File: src/rtl/dmac_regfile.sv
module dmac_regfile #(
  parameter int AW = 16
) (
  input  logic            clk,
  input  logic            rst_n,
  input  logic [3:0]      io_addr,
  input  logic [7:0]      io_wdata,
  input  logic            io_wr,
  input  logic            io_rd,
  output logic [7:0]      io_rdata,
  input  logic            eng_upd,
  input  logic [1:0]      eng_ch,
  input  logic [AW-1:0]   eng_addr,
  input  logic [AW-1:0]   eng_cnt,
  input  logic [3:0]      eng_tc,
  output logic [3:0]      ch_mask,
  output logic [23:0]     ch_mode,
  output logic [4*AW-1:0] ch_base_addr,
  output logic [4*AW-1:0] ch_base_cnt,
  output logic [7:0]      cmd_out,
  output logic [3:0]      req_out
);
  localparam int NCH = 4;

  logic [AW-1:0] base_a [NCH];
  logic [AW-1:0] cur_a  [NCH];
  logic [AW-1:0] base_c [NCH];
  logic [AW-1:0] cur_c  [NCH];
  logic [5:0]    mode   [NCH];
  logic [3:0]    mask, req, tcf;
  logic [7:0]    cmd;
  logic          ptr;

  wire       is_chan  = ~io_addr[3];
  wire [1:0] sel      = io_addr[2:1];
  wire       is_cnt   = io_addr[0];
  wire       mclr     = io_wr && io_addr == 4'hD;
  wire       clr_ptr  = io_wr && io_addr == 4'hC;
  wire       rd_stat  = io_rd && io_addr == 4'h8;
  wire [1:0] wch      = io_wdata[1:0];

  always_ff @(posedge clk or negedge rst_n) begin
    if (!rst_n) begin
      for (int i = 0; i < NCH; i++) begin
        base_a[i] <= '0; cur_a[i] <= '0;
        base_c[i] <= '0; cur_c[i] <= '0;
        mode[i]   <= '0;
      end
    end else begin
      for (int i = 0; i < NCH; i++) begin
        if (eng_upd && eng_ch == 2'(i)) begin
          cur_a[i] <= eng_addr;
          cur_c[i] <= eng_cnt;
        end
        if (eng_tc[i] && mode[i][2]) begin
          cur_a[i] <= base_a[i];
          cur_c[i] <= base_c[i];
        end
        if (io_wr && is_chan && sel == 2'(i)) begin
          if (!is_cnt) begin
            if (ptr) begin base_a[i][15:8] <= io_wdata; cur_a[i][15:8] <= io_wdata; end
            else     begin base_a[i][7:0]  <= io_wdata; cur_a[i][7:0]  <= io_wdata; end
          end else begin
            if (ptr) begin base_c[i][15:8] <= io_wdata; cur_c[i][15:8] <= io_wdata; end
            else     begin base_c[i][7:0]  <= io_wdata; cur_c[i][7:0]  <= io_wdata; end
          end
        end
        if (io_wr && io_addr == 4'hB && wch == 2'(i))
          mode[i] <= io_wdata[7:2];
      end
    end
  end

  always_ff @(posedge clk or negedge rst_n) begin
    if (!rst_n) begin
      mask <= 4'hF; req <= '0; tcf <= '0; cmd <= '0; ptr <= 1'b0;
    end else if (mclr) begin
      mask <= 4'hF; req <= '0; tcf <= '0; cmd <= '0; ptr <= 1'b0;
    end else begin
      if (clr_ptr)                     ptr <= 1'b0;
      else if ((io_rd || io_wr) && is_chan) ptr <= ~ptr;
      if (io_wr && io_addr == 4'hA) mask[wch] <= io_wdata[2];
      if (io_wr && io_addr == 4'hE) mask <= 4'h0;
      if (io_wr && io_addr == 4'hF) mask <= io_wdata[3:0];
      if (io_wr && io_addr == 4'h9) req[wch] <= io_wdata[2];
      if (io_wr && io_addr == 4'h8) cmd <= io_wdata;
      tcf <= (rd_stat ? 4'h0 : tcf) | eng_tc;
    end
  end

  always_comb begin
    io_rdata = 8'h00;
    if (is_chan) begin
      if (is_cnt) io_rdata = ptr ? cur_c[sel][15:8] : cur_c[sel][7:0];
      else        io_rdata = ptr ? cur_a[sel][15:8] : cur_a[sel][7:0];
    end else if (io_addr == 4'h8) begin
      io_rdata = {req, tcf};
    end
  end

  for (genvar g = 0; g < NCH; g++) begin : g_out
    assign ch_mode[6*g +: 6]       = mode[g];
    assign ch_base_addr[AW*g +: AW] = base_a[g];
    assign ch_base_cnt[AW*g +: AW]  = base_c[g];
  end
  assign ch_mask = mask;
  assign cmd_out = cmd;
  assign req_out = req;

  a_r4_ptr_cleared: assert property (@(posedge clk) disable iff (!rst_n)
    clr_ptr |=> !ptr);

  a_r5_ptr_toggles: assert property (@(posedge clk) disable iff (!rst_n)
    ((io_rd || io_wr) && is_chan && !mclr) |=> ptr != $past(ptr));

  a_r13_master_clear: assert property (@(posedge clk) disable iff (!rst_n)
    mclr |=> (ch_mask == 4'hF && !ptr && cmd_out == 8'h00 && req_out == 4'h0));

  a_r11_tc_flag_set: assert property (@(posedge clk) disable iff (!rst_n)
    ((|eng_tc) && !mclr) |=> ((io_rdata & 8'h0) == 8'h0) && ((tcf & $past(eng_tc)) == $past(eng_tc)));

  a_r8_mode_stored: assert property (@(posedge clk) disable iff (!rst_n)
    (io_wr && io_addr == 4'hB) |=> ch_mode[6*$past(io_wdata[1:0]) +: 6] == $past(io_wdata[7:2]));

  a_r7_clear_all_masks: assert property (@(posedge clk) disable iff (!rst_n)
    (io_wr && io_addr == 4'hE) |=> ch_mask == 4'h0);
endmodule

File: config.mk
export PLATFORM = sky130hd
export DESIGN_NAME = dmac_regfile
export DESIGN_NICKNAME = d
export VERILOG_FILES = /design/src/rtl/dmac_regfile.sv
export SDC_FILE = /design/constraint.sdc
export NUM_CORES = 1
export LEC_CHECK = 0
export BUFFER_PORTS_ARGS = -buffer_cell sky130_fd_sc_hd__buf_2
export CORE_MARGIN = 4
export CORE_UTILIZATION = 58
export CTS_BUF_LIST = sky130_fd_sc_hd__clkbuf_2 sky130_fd_sc_hd__clkbuf_4 sky130_fd_sc_hd__clkbuf_8
export DETAILED_ROUTE_END_ITERATION = 8
export HOLD_SLACK_MARGIN = 0.02
export PLACE_DENSITY = 0.87
export REMOVE_ABC_BUFFERS = 1
export SETUP_SLACK_MARGIN = 0.02
export SYNTH_ARGS = -nofsm -noshare
export SYNTH_HDL_FRONTEND = slang
export SYNTH_SLANG_ARGS = --single-unit
File: constraint.sdc
create_clock -name clk -period 2.3 [get_ports clk]
set_input_delay 0.345 -clock clk [delete_from_list [all_inputs] [get_ports clk]]
set_output_delay 0.345 -clock clk [all_outputs]
set_load 0.005 [all_outputs]
==> summary.md, run 1 <==
| Metric | Value |
|---|---|
| Max Slew Vio Count | 0 |
| Layout Utilization | 71.00% |
| Ports | approximately 230 |
| CTS root buf | clkbuf_8 |
| Clock Latency Late Sink | 0.57 ns |
| Worst min path class | primary input to flop |
| Psw | 5438 uW |
| Final wirelength | a little under 50 mm |
| Clock Power Share | between 20% and 30% |
| DR WL/cell | 21.65 um |
| Leak | ~0.009 uW |
| Antenna-violating nets left | 0 |
| Max Cap Viol | 0 |
| Tcrit/Tclk final | 104.8% |
| EDFF count, synth | 0 |
| Flops & latches, synth | approximately 300 |
| CTS max path bufs | 3 |
| H-tree levels | 2 |
| CTS Sinks | approximately 300 |
| Initial Util | about three fifths |
| Port Buffer Count | between 200 and 250 |
| Rel. slew slack | between 40% and 50% |
| Reg clk slew, reported paths | ~0.060 ns |
| Setup violations, final | 8 |
| CTS tree | yes |
| Number of global-route vias before repair | 14084 |
| Initial antenna violation count | 3 |
| Final net count | between 1500 and 2000 |
| Via Count | 14111 |
| Main synth FF type | dfrtp_1 |
| Initial DRT Pass Iterations | 8 |
| YS warnings | 0 |
| Crit path kind | flop to primary output |
| Netlist Area Pre-Place | ~0.015 mm2 |
| Fin area | 0.01747 mm2 |
| Worst hold slack | between 0.06 and 0.07 ns |
| Logic pwr share | between 20% and 30% |
| Arrival @ worst endpoint | 2.06 ns |
| DP Area | about 0.016 mm2 |
| Clock Skew | around 0.012 ns |
| Startpoint types | flop |
| Row count | 57 |
| Largest net degree at the start of global routing | 74 |
| # DRC | 0 |
| Maximum VDD drop | between 0.6 and 0.7 mV |
| Share of layout cells above drive strength 1 | 23.38% |
| Synth-to-layout area growth | 18.86% |
| Net Sw Frac | approximately 33% |
| Cells after synthesis | around 1700 |
| Worst-path maximum fanout | 8 |
| Status | complete, but fails checks |
| Min Tclk post-route | ~2.4 ns |
| Power per standard cell area | approximately 960 mW/mm2 |
| TritonCTS Buffers | just under 50 |
| CP cell instances | nor2b_4, a22oi_1, nand4_1, nand3_2, buf_2 |
| Sequential share of power | between 40% and 50% |
| Ys async rst share | between 90% and 100% |
| Worst path bufs/invs | 1 |
| Worst setup EP type | primary output |
| Slowest CP cell | dfrtp_2 |
| Final hold vios | 0 |
| First-pass GRT wire length | between 70 and 80 mm |
| Worst Path Required | just under 2 ns |
| GRT Residual Overflow | 0 |
| Fmax | just over 400 MHz |
| Dpl ws | -0.2679 ns |
| Total GRT Usage | about a third |
| Fill cells | ~1900 |
| Failing checks | setup timing |
| Worst path top cell family by delay | simple AND/OR/NAND/NOR gates |
| Gpl congestion | 1.017 |
| Slew @ Worst Pin | just over 0.8 ns |
| Max incr delay on CP | ~0.48 ns |
| Final HPWL from detailed placement | between 30 and 40 mm |
| Die height | 167.2 um |
| Sequential-to-total area share from yosys stat | between 50% and 60% |
| Post-Syn Area per Cell | roughly 8.6 um2 |
| Int Pwr | between 10000 and 15000 uW |
| Die width | approximately 170 um |
| Distinct cells, synth | 52 |
| Core ar. | about 0.025 mm2 |
| Via density | just over 6 |
| RSZ-0062 raised after global routing | yes |
| Die Area | between 0.02 and 0.03 mm2 |
| DR iter-0 viols | approximately 1700 |
| Final worst setup slack | -0.1097 ns |
==> worst paths after layout <==
path,from,to,slack [ns],cells past startpoint
max,ptr$_DFFE_PN0P_,io_rdata[1],-0.11,5
min,eng_tc[0],tcf[0]$_DFF_PN0_,0.06,3
max reg2reg,ptr$_DFFE_PN0P_,cur_c[38]$_DFF_PN0_,0.33,5
min reg2reg,ch_base_cnt[2]$_DFFE_PN0P_,ch_base_cnt[2]$_DFFE_PN0P_,0.49,2
max in group asynchronous,rst_n,ch_mode[21]$_DFFE_PN0P_,1.18,3
min in group asynchronous,rst_n,cur_a[24]$_DFF_PN0_,0.35,2
==> timing repair <==
action,CTS,global route
buffers inserted,2,1
gates resized for setup,24,4
setup endpoints to repair,8,8
pin swaps,12,4
hold buffers,1,0
hold endpoints to repair,57,0
==> state kept, by name, summed over array words and instances (netlist names) <==
| register | flops |
|---|---|
| req_out | 4 |
| cmd_out | 8 |
| tcf | 4 |
| ch_mode | 24 |
| ch_mask | 4 |
| cur_c | 64 |
| ptr | 1 |
| ch_base_cnt | 64 |
| ch_base_addr | 64 |
| cur_a | 64 |
==> Yosys cell counts (4+ instances only) <==
cell type / instances / share of area (%)
dfrtp_1: 297 / 51
mux4_2: 8 / 1.2
nand3_1: 12 / 0.41
inv_1: 4 / 0.10
dfstp_2: 4 / 0.72
or2_2: 9 / 0.38
buf_2: 15 / 0.51
a22o_1: 8 / 0.48
mux2i_1: 44 / 3.0
nor3_1: 5 / 0.17
a22oi_1: 9 / 0.46
nand4_1: 10 / 0.43
nand2_1: 617 / 16
nor2_1: 32 / 0.82
nor2b_1: 36 / 1.5
and3_1: 97 / 4.1
mux2_2: 33 / 2.5
a21oi_1: 9 / 0.31
a211oi_1: 32 / 1.6
o21ai_0: 260 / 8.9
clkbuf_1: 103 / 2.6
or3_1: 4 / 0.17
a221oi_1: 8 / 0.48
==> metrics by stage <==
step                      setup TNS, ns  std cells  total power (uW)
after CTS                       -0.1743       2278             16650
after global placement           -1.710       2194             11610
final                           -0.6165       2281             16690
after global routing             -1.005       2280             17560
after floorplan                  -15.16       1578              9668
after detailed placement         -1.947       2194             11820
==> final cells by class <==
class	count	area, um2	share of cell area, %
timing repair buffer	295	1758	10.06
clock inverter	7	37.54	0.2149
inverter	4	15.01	0.08595
sequential	301	7538	43.15
multi-input combinational	1273	6765	38.73
antenna	2	5.005	0.02865
tap	324	405.4	2.321
clock buffer	75	944.7	5.408
==> logic make-up after synthesis <==
logic type | after synthesis | synth area share [%]
compound gates | 340 | 12.95
buf+inv | 129 | 3.601
flops | 301 | 51.28
mux | 85 | 6.751
simple gates | 848 | 25.42
==> placed cells by master (no fill, tap or decap), drive strengths merged, types with 4 or more instances in the layout <==
cell type  synthesis  final
mux4               8      8
o21ai            262    262
or3                4      4
nor3               6      6
a21oi              9      9
or2               12     12
clkbuf           103     75
nand3             12     12
nor2              32     32
dfstp              4      4
nor2b             36     36
a22o               8      8
and3              97     97
nand4             10     10
mux2i             44     44
mux2              33     33
nand2            617    617
a221oi             8      8
dfrtp            297    297
clkinv             0      6
a22oi              9      9
a211oi            32     32
buf               22    294
inv                4      4
==> worst reg2reg max path, cell delays in order (launching register included) <==
cell and delay [ns]:
dfrtp_2 0.48, buf_4 0.17, nand2b_1 0.29, nor2_1 0.65, nand2_1 0.17, o21ai_0 0.12
==> power by group through the flow <==
stage | clock network, uW | registers, uW | logic, uW
after floorplan | 0 | 7560 | 2110
after global placement | 0 | 7690 | 3920
after detailed placement | 0 | 7750 | 4060
after CTS | 4770 | 7700 | 4170
after global routing | 5030 | 7880 | 4660
final | 4750 | 7750 | 4190
==> metal layers <==
metal | global-route usage, % | share of wire, %
met5 | 0 | 0.063
met1 | 44.94 | 36
met3 | 9.241 | 13
met4 | 17.96 | 5.6
met2 | 52.85 | 45
(Power assumes the default switching activity.)
==> run 2, diff against run 1 <==
Settings changed: RECOVER_POWER set to 50.
==> summary.md, run 2 (synthesis gave the netlist of run 1 again) <==
| Metric | Value |
|---|---|
| Status | complete, but fails checks (unchanged) |
| Failing checks | capacitance limit, slew limit, setup timing (was setup timing) |
| DP Area | 0.01632 mm2 (unchanged) |
| Rel. slew slack | -26.46% (was 45.59%) |
| Max Cap Viol | 1 (was 0) |
| Worst reg-to-reg path cell count | 5 (unchanged) |
| Most common cell after layout, fill and taps aside | nand2_1 (unchanged) |
| Fill cells | 1905 (was 1872) |
| Fin area | 0.01737 mm2 (was 0.01747 mm2) |
| Clock Latency Late Sink | 0.57 ns (about the same) |
| WHS Path Cells | 2 (was 3) |
| Port Buffer Count | 230 (unchanged) |
| Ports | 231 (unchanged) |
| Reg clk slew, reported paths | 0.06 ns (about the same) |
| Antenna-violating nets left | 0 (unchanged) |
| Tcrit/Tclk final | 106.4% (was 104.8%) |
| Power per standard cell area | 958.4 mW/mm2 (was 955.2 mW/mm2) |
| Via density | 6.219 (was 6.186) |
| Worst min path class | primary input to flop (unchanged) |
| Number of global-route vias before repair | 14084 (unchanged) |
| Final worst setup slack | -0.1472 ns (was -0.1097 ns) |
| Clock Skew | 0.009499 ns (was 0.01154 ns) |
| DR WL/cell | 21.69 um (was 21.65 um) |
| Hold Crit Start | io_rd (was eng_tc[0]) |
| Worst setup EP type | primary output (unchanged) |
| Total power | 16640 uW (was 16690 uW) |
| Commonest cells after routing, fill and taps aside | nand2_1 (617), dfrtp_1 (296), o21ai_0 (260) (unchanged) |
| Total GRT Usage | 34.32% (unchanged) |
| RSZ-0062 raised after global routing | yes (unchanged) |
| Initial Util | 59.74% (unchanged) |
| TritonCTS Buffers | 49 (unchanged) |
| Startpoint types | flop (unchanged) |
| CTS max path bufs | 3 (unchanged) |
| Core ar. | 0.02460 mm2 (unchanged) |
| R2r setup slk | 0.32 ns (was 0.33 ns) |
| Largest net degree at the start of global routing | 74 (unchanged) |
| Die Area | 0.02795 mm2 (unchanged) |
| Gpl congestion | 1.017 (unchanged) |
| CTS tree | yes (unchanged) |
| Die height | 167.2 um (unchanged) |
| Worst-path maximum fanout | 8 (unchanged) |
| FF-to-FF End | cur_c[32]$_DFF_PN0_ (was cur_c[38]$_DFF_PN0_) |
| Die width | 167.2 um (unchanged) |
| Initial DRT Pass Iterations | 6 (was 8) |
| CTS Sinks | 301 (unchanged) |
| Share of layout cells above drive strength 1 | 21.79% (was 23.38%) |
| Hold worst-path end | ptr$_DFFE_PN0P_ (was tcf[0]$_DFF_PN0_) |
| Reg2reg start | ptr$_DFFE_PN0P_ (unchanged) |
| Maximum VDD drop | 0.6769 mV (was 0.6816 mV) |
| Final net count | 1979 (unchanged) |
| Final HPWL from detailed placement | 33.55 mm (unchanged) |
| Leak | 0.008877 uW (was 0.009007 uW) |
| Via Count | 14185 (was 14111) |
| GRT Residual Overflow | 0 (unchanged) |
| Slew @ Worst Pin | 1.897 ns (was 0.8161 ns) |
| Max Slew Vio Count | 73 (was 0) |
| # DRC | 0 (unchanged) |
| Worst hold slack | 0.05480 ns (was 0.06111 ns) |
| Row count | 57 (unchanged) |
| H-tree levels | 2 (unchanged) |
| Final hold vios | 0 (unchanged) |
| Setup violations, final | 8 (unchanged) |
| Arrival @ worst endpoint | 2.10 ns (was 2.06 ns) |
| First-pass GRT wire length | 76.48 mm (unchanged) |
| Dpl ws | -0.2679 ns (unchanged) |
| Initial antenna violation count | 3 (unchanged) |
| DR iter-0 viols | 1729 (was 1679) |
| Crit path kind | flop to primary output (unchanged) |
| Worst Path Required | 1.96 ns (about the same) |
| Layout Utilization | 70.58% (was 71.00%) |
| Synth-to-layout area growth | 18.15% (was 18.86%) |
| Fmax | 408.6 MHz (was 415.0 MHz) |
| CTS root buf | clkbuf_8 (unchanged) |
| Min Tclk post-route | 2.447 ns (was 2.410 ns) |
| Final wirelength | 49.48 mm (was 49.38 mm) |
-- run 2: worst max-delay path by stage --
stage | from | to | slack (ns) | cells past startpoint
2_1_floorplan | eng_ch[1] | cur_a[48]$_DFF_PN0_ | -0.47 | 4
3_3_place_gp | io_addr[0] | io_rdata[7] | -0.23 | 6
3_5_place_dp | io_addr[0] | io_rdata[3] | -0.27 | 6
4_1_cts | ptr$_DFFE_PN0P_ | io_rdata[3] | -0.04 | 5
5_1_grt | ptr$_DFFE_PN0P_ | io_rdata[1] | -0.15 | 5
6_report | ptr$_DFFE_PN0P_ | io_rdata[1] | -0.15 | 5
-- run 2: report_power, final --
part	leakage (uW)	total, uW	switching [uW]	internal (uW)
registers	0.00377	7750	1030	6720
clock network	0.000527	4740	2150	2590
logic	0.00458	4150	2250	1900
total	0.00888	16600	5430	11200
-- run 2: area by class of cell --
| cell class | count | area [um2] | area share [%] |
|---|---|---|---|
| inverters | 4 | 15.01 | 0.08646 |
| clock inverters | 7 | 37.54 | 0.2162 |
| repair buffers | 295 | 1660 | 9.561 |
| well taps | 324 | 405.4 | 2.334 |
| clock buffers | 75 | 944.7 | 5.440 |
| multi-input cells | 1273 | 6759 | 38.92 |
| flip-flops and latches | 301 | 7538 | 43.41 |
| diodes | 2 | 5.005 | 0.02882 |
-- run 2: critical path, stage by stage (launching register included) --
cell,delay (ns)
dfrtp_2,0.48
nor2b_4,0.34
a22oi_1,0.16
nand4_1,0.27
nand3_2,0.13
buf_2,0.15
-- run 2: metal layers --
layer / track usage, % / vias to the layer above / wire [um]
met5: 0 / - / 31
met4: 17.96 / 4 / 2918
met3: 9.241 / 211 / 6368
met2: 52.85 / 971 / 22360
met1: 44.94 / 6796 / 17800
li1: - / 6203 / -
-- run 2: timing repair --
action | 4_1_cts | 5_1_grt
setup buffers | 2 | 1
endpoints found under the hold margin | 57 | 0
hold buffers | 1 | 0
setup endpoints to repair | 8 | 8
pin swaps | 12 | 4
resized for setup | 24 | 4
-- run 2: metrics by stage --
stage / TNS [ns] / std cells
floorplan: -15.16 / 1578
global placement: -1.710 / 2194
detailed placement: -1.947 / 2194
CTS: -0.1743 / 2278
global route: -4.991 / 2280
finish: -0.6831 / 2281
